`config.mk`:
```
export PLATFORM = sky130hd
export DESIGN_NAME = dual_mac
export DESIGN_NICKNAME = d
export VERILOG_FILES = /design/src/rtl/dual_mac_pkg.sv /design/src/rtl/dmac_lane.sv /design/src/rtl/dmac_acc_bank.sv /design/src/rtl/dual_mac.sv
export SDC_FILE = /design/constraint.sdc
export NUM_CORES = 2
export LEC_CHECK = 0
export ABC_AREA = 1
export BUFFER_PORTS_ARGS = -buffer_cell sky130_fd_sc_hd__buf_4
export CORE_UTILIZATION = 35
export CTS_CLUSTER_SIZE = 25
export DETAILED_ROUTE_END_ITERATION = 16
export PLACE_DENSITY = 0.59
export SYNTH_ARGS = -nofsm -noshare
export SYNTH_HDL_FRONTEND = slang
export SYNTH_SLANG_ARGS = --single-unit
```
`constraint.sdc`:
```
create_clock -name clk -period 18.3 [get_ports clk]
set_input_delay 1.83 -clock clk [delete_from_list [all_inputs] [get_ports clk]]
set_output_delay 1.83 -clock clk [all_outputs]
set_load 0.01 [all_outputs]
```
`src/rtl/dual_mac_pkg.sv`:
```
// Shared constants for the dual multiply-accumulate unit.
// Assumes: a two's-complement datapath; the sizes below are the defaults
// used by every module of the block.
package dual_mac_pkg;
    localparam int unsigned DMAC_DATA_W = 16;
    localparam int unsigned DMAC_ACC_W  = 40;
    localparam int unsigned DMAC_N_ACC  = 4;
    localparam int unsigned DMAC_SAT_W  = 32;
    localparam int unsigned DMAC_LANES  = 2;
endpackage

```
`src/rtl/dmac_lane.sv`:
```
// One multiply-accumulate lane, purely combinational.
// Extends data and coefficient by one bit (sign or zero), multiplies them,
// sign extends the product to the accumulator width, then adds or subtracts
// it and bounds the result either by clamping or by wrapping.
// Assumes: ACC_W > 2*(DATA_W+1) and SAT_W < ACC_W.
module dmac_lane #(
    parameter int unsigned DATA_W = dual_mac_pkg::DMAC_DATA_W,
    parameter int unsigned ACC_W  = dual_mac_pkg::DMAC_ACC_W,
    parameter int unsigned SAT_W  = dual_mac_pkg::DMAC_SAT_W
) (
    input  logic [DATA_W-1:0] data_i,
    input  logic [DATA_W-1:0] coef_i,
    input  logic              data_signed_i,
    input  logic              coef_signed_i,
    input  logic              sub_i,
    input  logic              sat_en_i,
    input  logic [ACC_W-1:0]  acc_i,
    output logic [ACC_W-1:0]  res_o,
    output logic              range_evt_o
);
    localparam int unsigned MW = DATA_W + 1;
    localparam int unsigned PW = 2 * MW;
    localparam logic [ACC_W:0] ONE = {{ACC_W{1'b0}}, 1'b1};
    localparam logic signed [ACC_W:0] LIM_HI = $signed((ONE << (SAT_W - 1)) - ONE);
    localparam logic signed [ACC_W:0] LIM_LO = $signed(~((ONE << (SAT_W - 1)) - ONE));

    logic signed [MW-1:0]    d_ext;
    logic signed [MW-1:0]    c_ext;
    logic signed [PW-1:0]    prod;
    logic signed [ACC_W:0]   prod_wide;
    logic signed [ACC_W:0]   acc_wide;
    logic signed [ACC_W:0]   sum;
    logic                    wrap_ovf;
    logic                    over_hi;
    logic                    under_lo;

    // Operand widening and the 17x17 multiply.
    always_comb begin
        d_ext     = $signed({data_signed_i & data_i[DATA_W-1], data_i});
        c_ext     = $signed({coef_signed_i & coef_i[DATA_W-1], coef_i});
        prod      = d_ext * c_ext;
        prod_wide = $signed({{(ACC_W + 1 - PW){prod[PW-1]}}, prod});
        acc_wide  = $signed({acc_i[ACC_W-1], acc_i});
    end

    // Add or subtract one bit wider than the accumulator to see every overflow.
    always_comb begin
        sum      = sub_i ? (acc_wide - prod_wide) : (acc_wide + prod_wide);
        wrap_ovf = sum[ACC_W] ^ sum[ACC_W-1];
        over_hi  = sum > LIM_HI;
        under_lo = sum < LIM_LO;
    end

    // Bound the result: clamp when saturating, otherwise keep the low bits.
    always_comb begin
        if (sat_en_i && over_hi) begin
            res_o = LIM_HI[ACC_W-1:0];
        end else if (sat_en_i && under_lo) begin
            res_o = LIM_LO[ACC_W-1:0];
        end else begin
            res_o = sum[ACC_W-1:0];
        end
        range_evt_o = sat_en_i ? (over_hi | under_lo) : wrap_ovf;
    end
endmodule

```
`src/rtl/dmac_acc_bank.sv`:
```
// Accumulator register file with sticky overflow flags.
// Each lane writes at most one entry per cycle. When two write strobes hit
// one entry, the lower-numbered lane wins (the top masks clashes anyway).
// Assumes: synchronous active-low reset.
module dmac_acc_bank #(
    parameter int unsigned ACC_W = dual_mac_pkg::DMAC_ACC_W,
    parameter int unsigned N_ACC = dual_mac_pkg::DMAC_N_ACC,
    parameter int unsigned LANES = dual_mac_pkg::DMAC_LANES,
    localparam int unsigned SEL_W = $clog2(N_ACC)
) (
    input  logic                             clk,
    input  logic                             rst_n,
    input  logic [LANES-1:0]                 we_i,
    input  logic [LANES-1:0][SEL_W-1:0]      sel_i,
    input  logic [LANES-1:0][ACC_W-1:0]      val_i,
    input  logic [LANES-1:0]                 evt_i,
    output logic [N_ACC-1:0][ACC_W-1:0]      acc_o,
    output logic [N_ACC-1:0]                 ovf_o
);
    logic [N_ACC-1:0][ACC_W-1:0] acc_q;
    logic [N_ACC-1:0]            ovf_q;
    logic [N_ACC-1:0]            hit;

    // Which entries receive a write this cycle.
    always_comb begin
        hit = '0;
        for (int l = 0; l < LANES; l++) begin
            if (we_i[l]) hit[sel_i[l]] = 1'b1;
        end
    end

    // Register update; the loop runs high lane to low so lane 0 lands last.
    always_ff @(posedge clk) begin
        if (!rst_n) begin
            acc_q <= '0;
            ovf_q <= '0;
        end else begin
            for (int l = LANES - 1; l >= 0; l--) begin
                if (we_i[l]) begin
                    acc_q[sel_i[l]] <= val_i[l];
                    if (evt_i[l]) ovf_q[sel_i[l]] <= 1'b1;
                end
            end
        end
    end

    assign acc_o = acc_q;
    assign ovf_o = ovf_q;

    generate
        for (genvar i = 0; i < N_ACC; i++) begin : g_chk
            assert_idle_hold_R8: assert property (@(posedge clk) disable iff (!rst_n)
                !hit[i] |=> ($stable(acc_q[i]) && $stable(ovf_q[i])));
            assert_sticky_flag_R9: assert property (@(posedge clk) disable iff (!rst_n)
                ovf_q[i] |=> ovf_q[i]);
        end
    endgenerate
endmodule

```
`src/rtl/dual_mac.sv`:
```
// Dual multiply-accumulate unit: two lanes sharing one coefficient, four
// accumulators. Resolves lane collisions (lane 0 wins), reads each lane's
// source accumulator and flattens the bank onto the output bus.
// Assumes: inputs are stable around the rising edge; synchronous active-low reset.
module dual_mac #(
    parameter int unsigned DATA_W = dual_mac_pkg::DMAC_DATA_W,
    parameter int unsigned ACC_W  = dual_mac_pkg::DMAC_ACC_W,
    parameter int unsigned N_ACC  = dual_mac_pkg::DMAC_N_ACC,
    parameter int unsigned SAT_W  = dual_mac_pkg::DMAC_SAT_W,
    localparam int unsigned SEL_W = $clog2(N_ACC),
    localparam int unsigned LANES = 2
) (
    input  logic                   clk,
    input  logic                   rst_n,
    input  logic [LANES-1:0]       lane_en_i,
    input  logic [DATA_W-1:0]      data0_i,
    input  logic [DATA_W-1:0]      data1_i,
    input  logic [DATA_W-1:0]      coef_i,
    input  logic [LANES-1:0]       data_signed_i,
    input  logic                   coef_signed_i,
    input  logic [LANES-1:0]       sub_i,
    input  logic                   sat_en_i,
    input  logic [SEL_W-1:0]       sel0_i,
    input  logic [SEL_W-1:0]       sel1_i,
    output logic [N_ACC*ACC_W-1:0] acc_flat_o,
    output logic [N_ACC-1:0]       ovf_o,
    output logic                   conflict_o
);
    localparam logic [ACC_W-1:0] ONE = {{(ACC_W-1){1'b0}}, 1'b1};
    localparam logic signed [ACC_W-1:0] LIM_HI = $signed((ONE << (SAT_W - 1)) - ONE);
    localparam logic signed [ACC_W-1:0] LIM_LO = $signed(~((ONE << (SAT_W - 1)) - ONE));

    logic [LANES-1:0][DATA_W-1:0] data;
    logic [LANES-1:0][SEL_W-1:0]  sel;
    logic [LANES-1:0][ACC_W-1:0]  src;
    logic [LANES-1:0][ACC_W-1:0]  res;
    logic [LANES-1:0]             evt;
    logic [LANES-1:0]             we;
    logic [N_ACC-1:0][ACC_W-1:0]  acc;
    logic                         clash;
    logic                         conflict_q;

    assign data = {data1_i, data0_i};
    assign sel  = {sel1_i, sel0_i};

    // Collision detection: lane 1 is dropped when it names lane 0's accumulator.
    always_comb begin
        clash = lane_en_i[0] && lane_en_i[1] && (sel0_i == sel1_i);
        we    = {lane_en_i[1] && !clash, lane_en_i[0]};
    end

    // Collision pulse register.
    always_ff @(posedge clk) begin
        if (!rst_n) conflict_q <= 1'b0;
        else        conflict_q <= clash;
    end
    assign conflict_o = conflict_q;

    generate
        for (genvar l = 0; l < LANES; l++) begin : g_lane
            assign src[l] = acc[sel[l]];
            dmac_lane #(
                .DATA_W (DATA_W),
                .ACC_W  (ACC_W),
                .SAT_W  (SAT_W)
            ) u_lane (
                .data_i        (data[l]),
                .coef_i        (coef_i),
                .data_signed_i (data_signed_i[l]),
                .coef_signed_i (coef_signed_i),
                .sub_i         (sub_i[l]),
                .sat_en_i      (sat_en_i),
                .acc_i         (src[l]),
                .res_o         (res[l]),
                .range_evt_o   (evt[l])
            );
            assert_sat_range_R5: assert property (@(posedge clk) disable iff (!rst_n)
                (we[l] && sat_en_i) |->
                    (($signed(res[l]) <= LIM_HI) && ($signed(res[l]) >= LIM_LO)));
        end
        for (genvar i = 0; i < N_ACC; i++) begin : g_flat
            assign acc_flat_o[i*ACC_W +: ACC_W] = acc[i];
        end
    endgenerate

    dmac_acc_bank #(
        .ACC_W (ACC_W),
        .N_ACC (N_ACC),
        .LANES (LANES)
    ) u_bank (
        .clk   (clk),
        .rst_n (rst_n),
        .we_i  (we),
        .sel_i (sel),
        .val_i (res),
        .evt_i (evt),
        .acc_o (acc),
        .ovf_o (ovf_o)
    );

    assert_conflict_pulse_R7: assert property (@(posedge clk) disable iff (!rst_n)
        (lane_en_i[0] && lane_en_i[1] && (sel0_i == sel1_i)) |=> conflict_o);
    assert_one_writer_R7: assert property (@(posedge clk) disable iff (!rst_n)
        !(we[0] && we[1] && (sel[0] == sel[1])));
endmodule

```
==> reports/metrics.csv <==
stage;metric;value;unit
setup_path;Worst path slowest cell;buf_4;
timing;Worst Clk Skew;23.1;ps
placed_design;RD Place Congestion;1.07;
cells_and_area;Finished Cell Area;0.0457;mm2
synthesis;Cells after Synth;6484;
clocking;Num CTS Buffers;17;
setup_path;Crit path required time;18700;ps
detailed_routing;vias per inst;5.17;
synthesis;post-synth top area cell;fa_1;
detailed_routing;first drt pass iteration count;6;
job;max-cap violations;0;
setup_path;CP max stage delay;820;ps
cells_and_area;layout cell share with drive strength beyond 1;6.45;%
clocking;clock latency on the worst-skew pair;480;ps
timing;relative slew slack;-0.589;%
setup_path;CP endpoint kind;flip-flop;
clocking;CTS clk-pin slew, worst paths;70;ps
floorplan;I/O Pins;227;
clocking;post_cts resized;0;
timing;period utilisation layout;70.7;%
timing;# setup viols final;0;
synthesis;post-synthesis sequential area ratio;7.84;%
setup_path;slack of the worst reg-to-reg path;11810;ps
clocking;CTS tree;yes;
clocking;CTS H-tree depth;4;
placed_design;# placed instances;8077;
clocking;clock root buffer;clkbuf_16;
global_route;initial antenna violation count;18;
timing;Hold Vio Cnt, Final;0;
synthesis;Mapped Area;0.0422;mm2
floorplan;Core Area;0.119;mm2
synthesis;syn_nets;7397;
clocking;postcts setup bufs;0;
setup_path;kind of critical path;in2reg;
synthesis;Post-synth EDFFs;0;
placed_design;buffers added on ports;226;
global_route;vias in the first global route;41900;
run_status;violated checks;slew limit;
synthesis;syn_area_per_cell;6.50;um2
placed_design;area post-placement;0.0451;mm2
detailed_routing;DR vias;41900;
floorplan;Die Area;0.122;mm2
setup_path;startpoint types;input pin;
setup_path;Crit Path Max Fanout;82;
synthesis;synth unique cells;58;
synthesis;most common cell in the netlist;nand2_1;
cells_and_area;area delta synth->final;8.41;%
synthesis;synthesized flop and latch total;165;
timing;Tightest Pin Transition;1510;ps
cells_and_area;Final #Nets;7409;
detailed_routing;WL/cell;20.1;um
clocking;CTS sink count;165;
synthesis;most common library cells after synthesis;1862 x nand2_1, 1487 x inv_1, 594 x fa_1, 447 x nor2_1, 368 x a21oi_1;
floorplan;die height;349;um
floorplan;die width;349;um
floorplan;Starting Density;35.5;%
setup_path;Critical Path Most Common Cell;nand2_1;
setup_path;Worst EP arrival;13340;ps
clocking;cts hold-fix bufs;0;
floorplan;# rows;126;
synthesis;Most used DFF post-synth;dfxtp_1;
cells_and_area;final instance count without filler cells;8112;
detailed_routing;drt total wl;163000;um
clocking;CTS Buffer Depth;2;
global_route;pin count of the biggest net entering global routing;99;
timing;max-slew violations;1;
timing;RSZ-0062 raised after global routing;false;
global_route;first-pass GRT wire length;250000;um
timing;fmax;77.3;MHz
detailed_routing;drt drc;0;
detailed_routing;Post-DRT Antenna Nets;0;
detailed_routing;initial DRC count;4020;
timing;min cycle time layout;12940;ps
cells_and_area;Core Util, Final;38.5;%
synthesis;top-area cell type share of the netlist area;28.2;%
global_route;grt ovf;0;
run_status;status;complete, but fails checks;
global_route;Tot GR Track Use;26.7;%
synthesis;ys async rst share;0;%
synthesis;top post-synthesis cells by area;fa_1 28%, nand2_1 17%, inv_1 13%;
placed_design;DPL Wire Length;129000;um
worst_hold_path;Hold Path Class;reg2reg;
synthesis;Synth warnings;0;
timing;Setup TNS Final;0;ps
==> final timing paths <==
| kind | from | to | depth (start not counted) |
|---|---|---|---|
| max reg2reg | u_bank.acc_o[60] | u_bank.acc_o[5] | 24 |
| min reg2reg | u_bank.ovf_o[2] | u_bank.ovf_o[2] | 4 |
| min | u_bank.ovf_o[2] | u_bank.ovf_o[2] | 4 |
| max | data0_i[15] | u_bank.acc_o[153] | 54 |
==> sequential cells by signal (all words and copies together) (netlist names) <==
signal        flops
conflict_o        1
u_bank.acc_o    160
u_bank.ovf_o      4
==> kinds of logic after synthesis <==
kind of cell    synth area share (%)
fa+ha+maj                       35.8
xor+xnor                        2.36
simple gates                    27.3
compound gates                  10.6
buf+inv                         16.1
flops                           7.84
==> cell usage in the layout, fill, tap and decap left out, types with 7 or more instances in the layout <==
cell type	netlist	layout
inv_2	14	16
nand4_1	66	66
o22ai_1	83	83
nand3b_1	18	18
buf_4	2	263
nor2_2	11	20
nor3_1	30	30
xnor2_1	30	30
o21bai_1	15	15
ha_1	257	257
nand2_1	1862	1862
o21ai_0	124	124
a221oi_1	76	76
nor2_4	2	7
nor2_1	447	433
nand3_1	275	275
o21a_1	7	7
a31oi_1	7	7
a21oi_1	368	368
or2_2	23	23
clkbuf_16	0	17
dfxtp_1	165	165
nand2_2	27	27
o21ai_1	73	73
inv_1	1487	1485
and2_1	12	12
fa_1	594	594
xor2_1	78	78
==> area by class of cell <==
cell class                 count  area, um2
clock buffer                  21        460
sequential                   165       3300
antenna                        3       7.51
timing repair buffer         263       1970
fill                       12800      73000
multi-input combinational   4542      32100
clock inverter                11        149
inverter                    1507       5660
tap                         1600       2000
==> per-stage QoR <==
step | worst slack (ps) | hold slack [ps]
final | 5360 | 554
after global routing | 4490 | 596
after CTS | 5550 | 560
after detailed placement | 5080 | 543
after global placement | 5130 | 534
after floorplan | 7700 | 561
==> worst max-delay path: cells and delay by family <==
family / cells / cell delay [ps]
AOI/OAI and AO/OA: 1 / 150
buffers and inverters: 10 / 1680
adders and majority gates: 9 / 3910
and+or+nand+nor: 32 / 5230
xor gates and xnor gates: 2 / 510
==> metal layers <==
layer / vias to the layer above / share of wire, % / GRT usage [%]
met3: 388 / 9.4 / 5.64
met2: 1763 / 45 / 43.1
met1: 20100 / 41 / 34.7
met5: - / 0.096 / 0
li1: 19600 / - / -
met4: 24 / 4.4 / 10.8
Power is left out: the tool's default activity adds up to more than one toggle a clock period on the data nets, which glitch-free logic cannot reach.
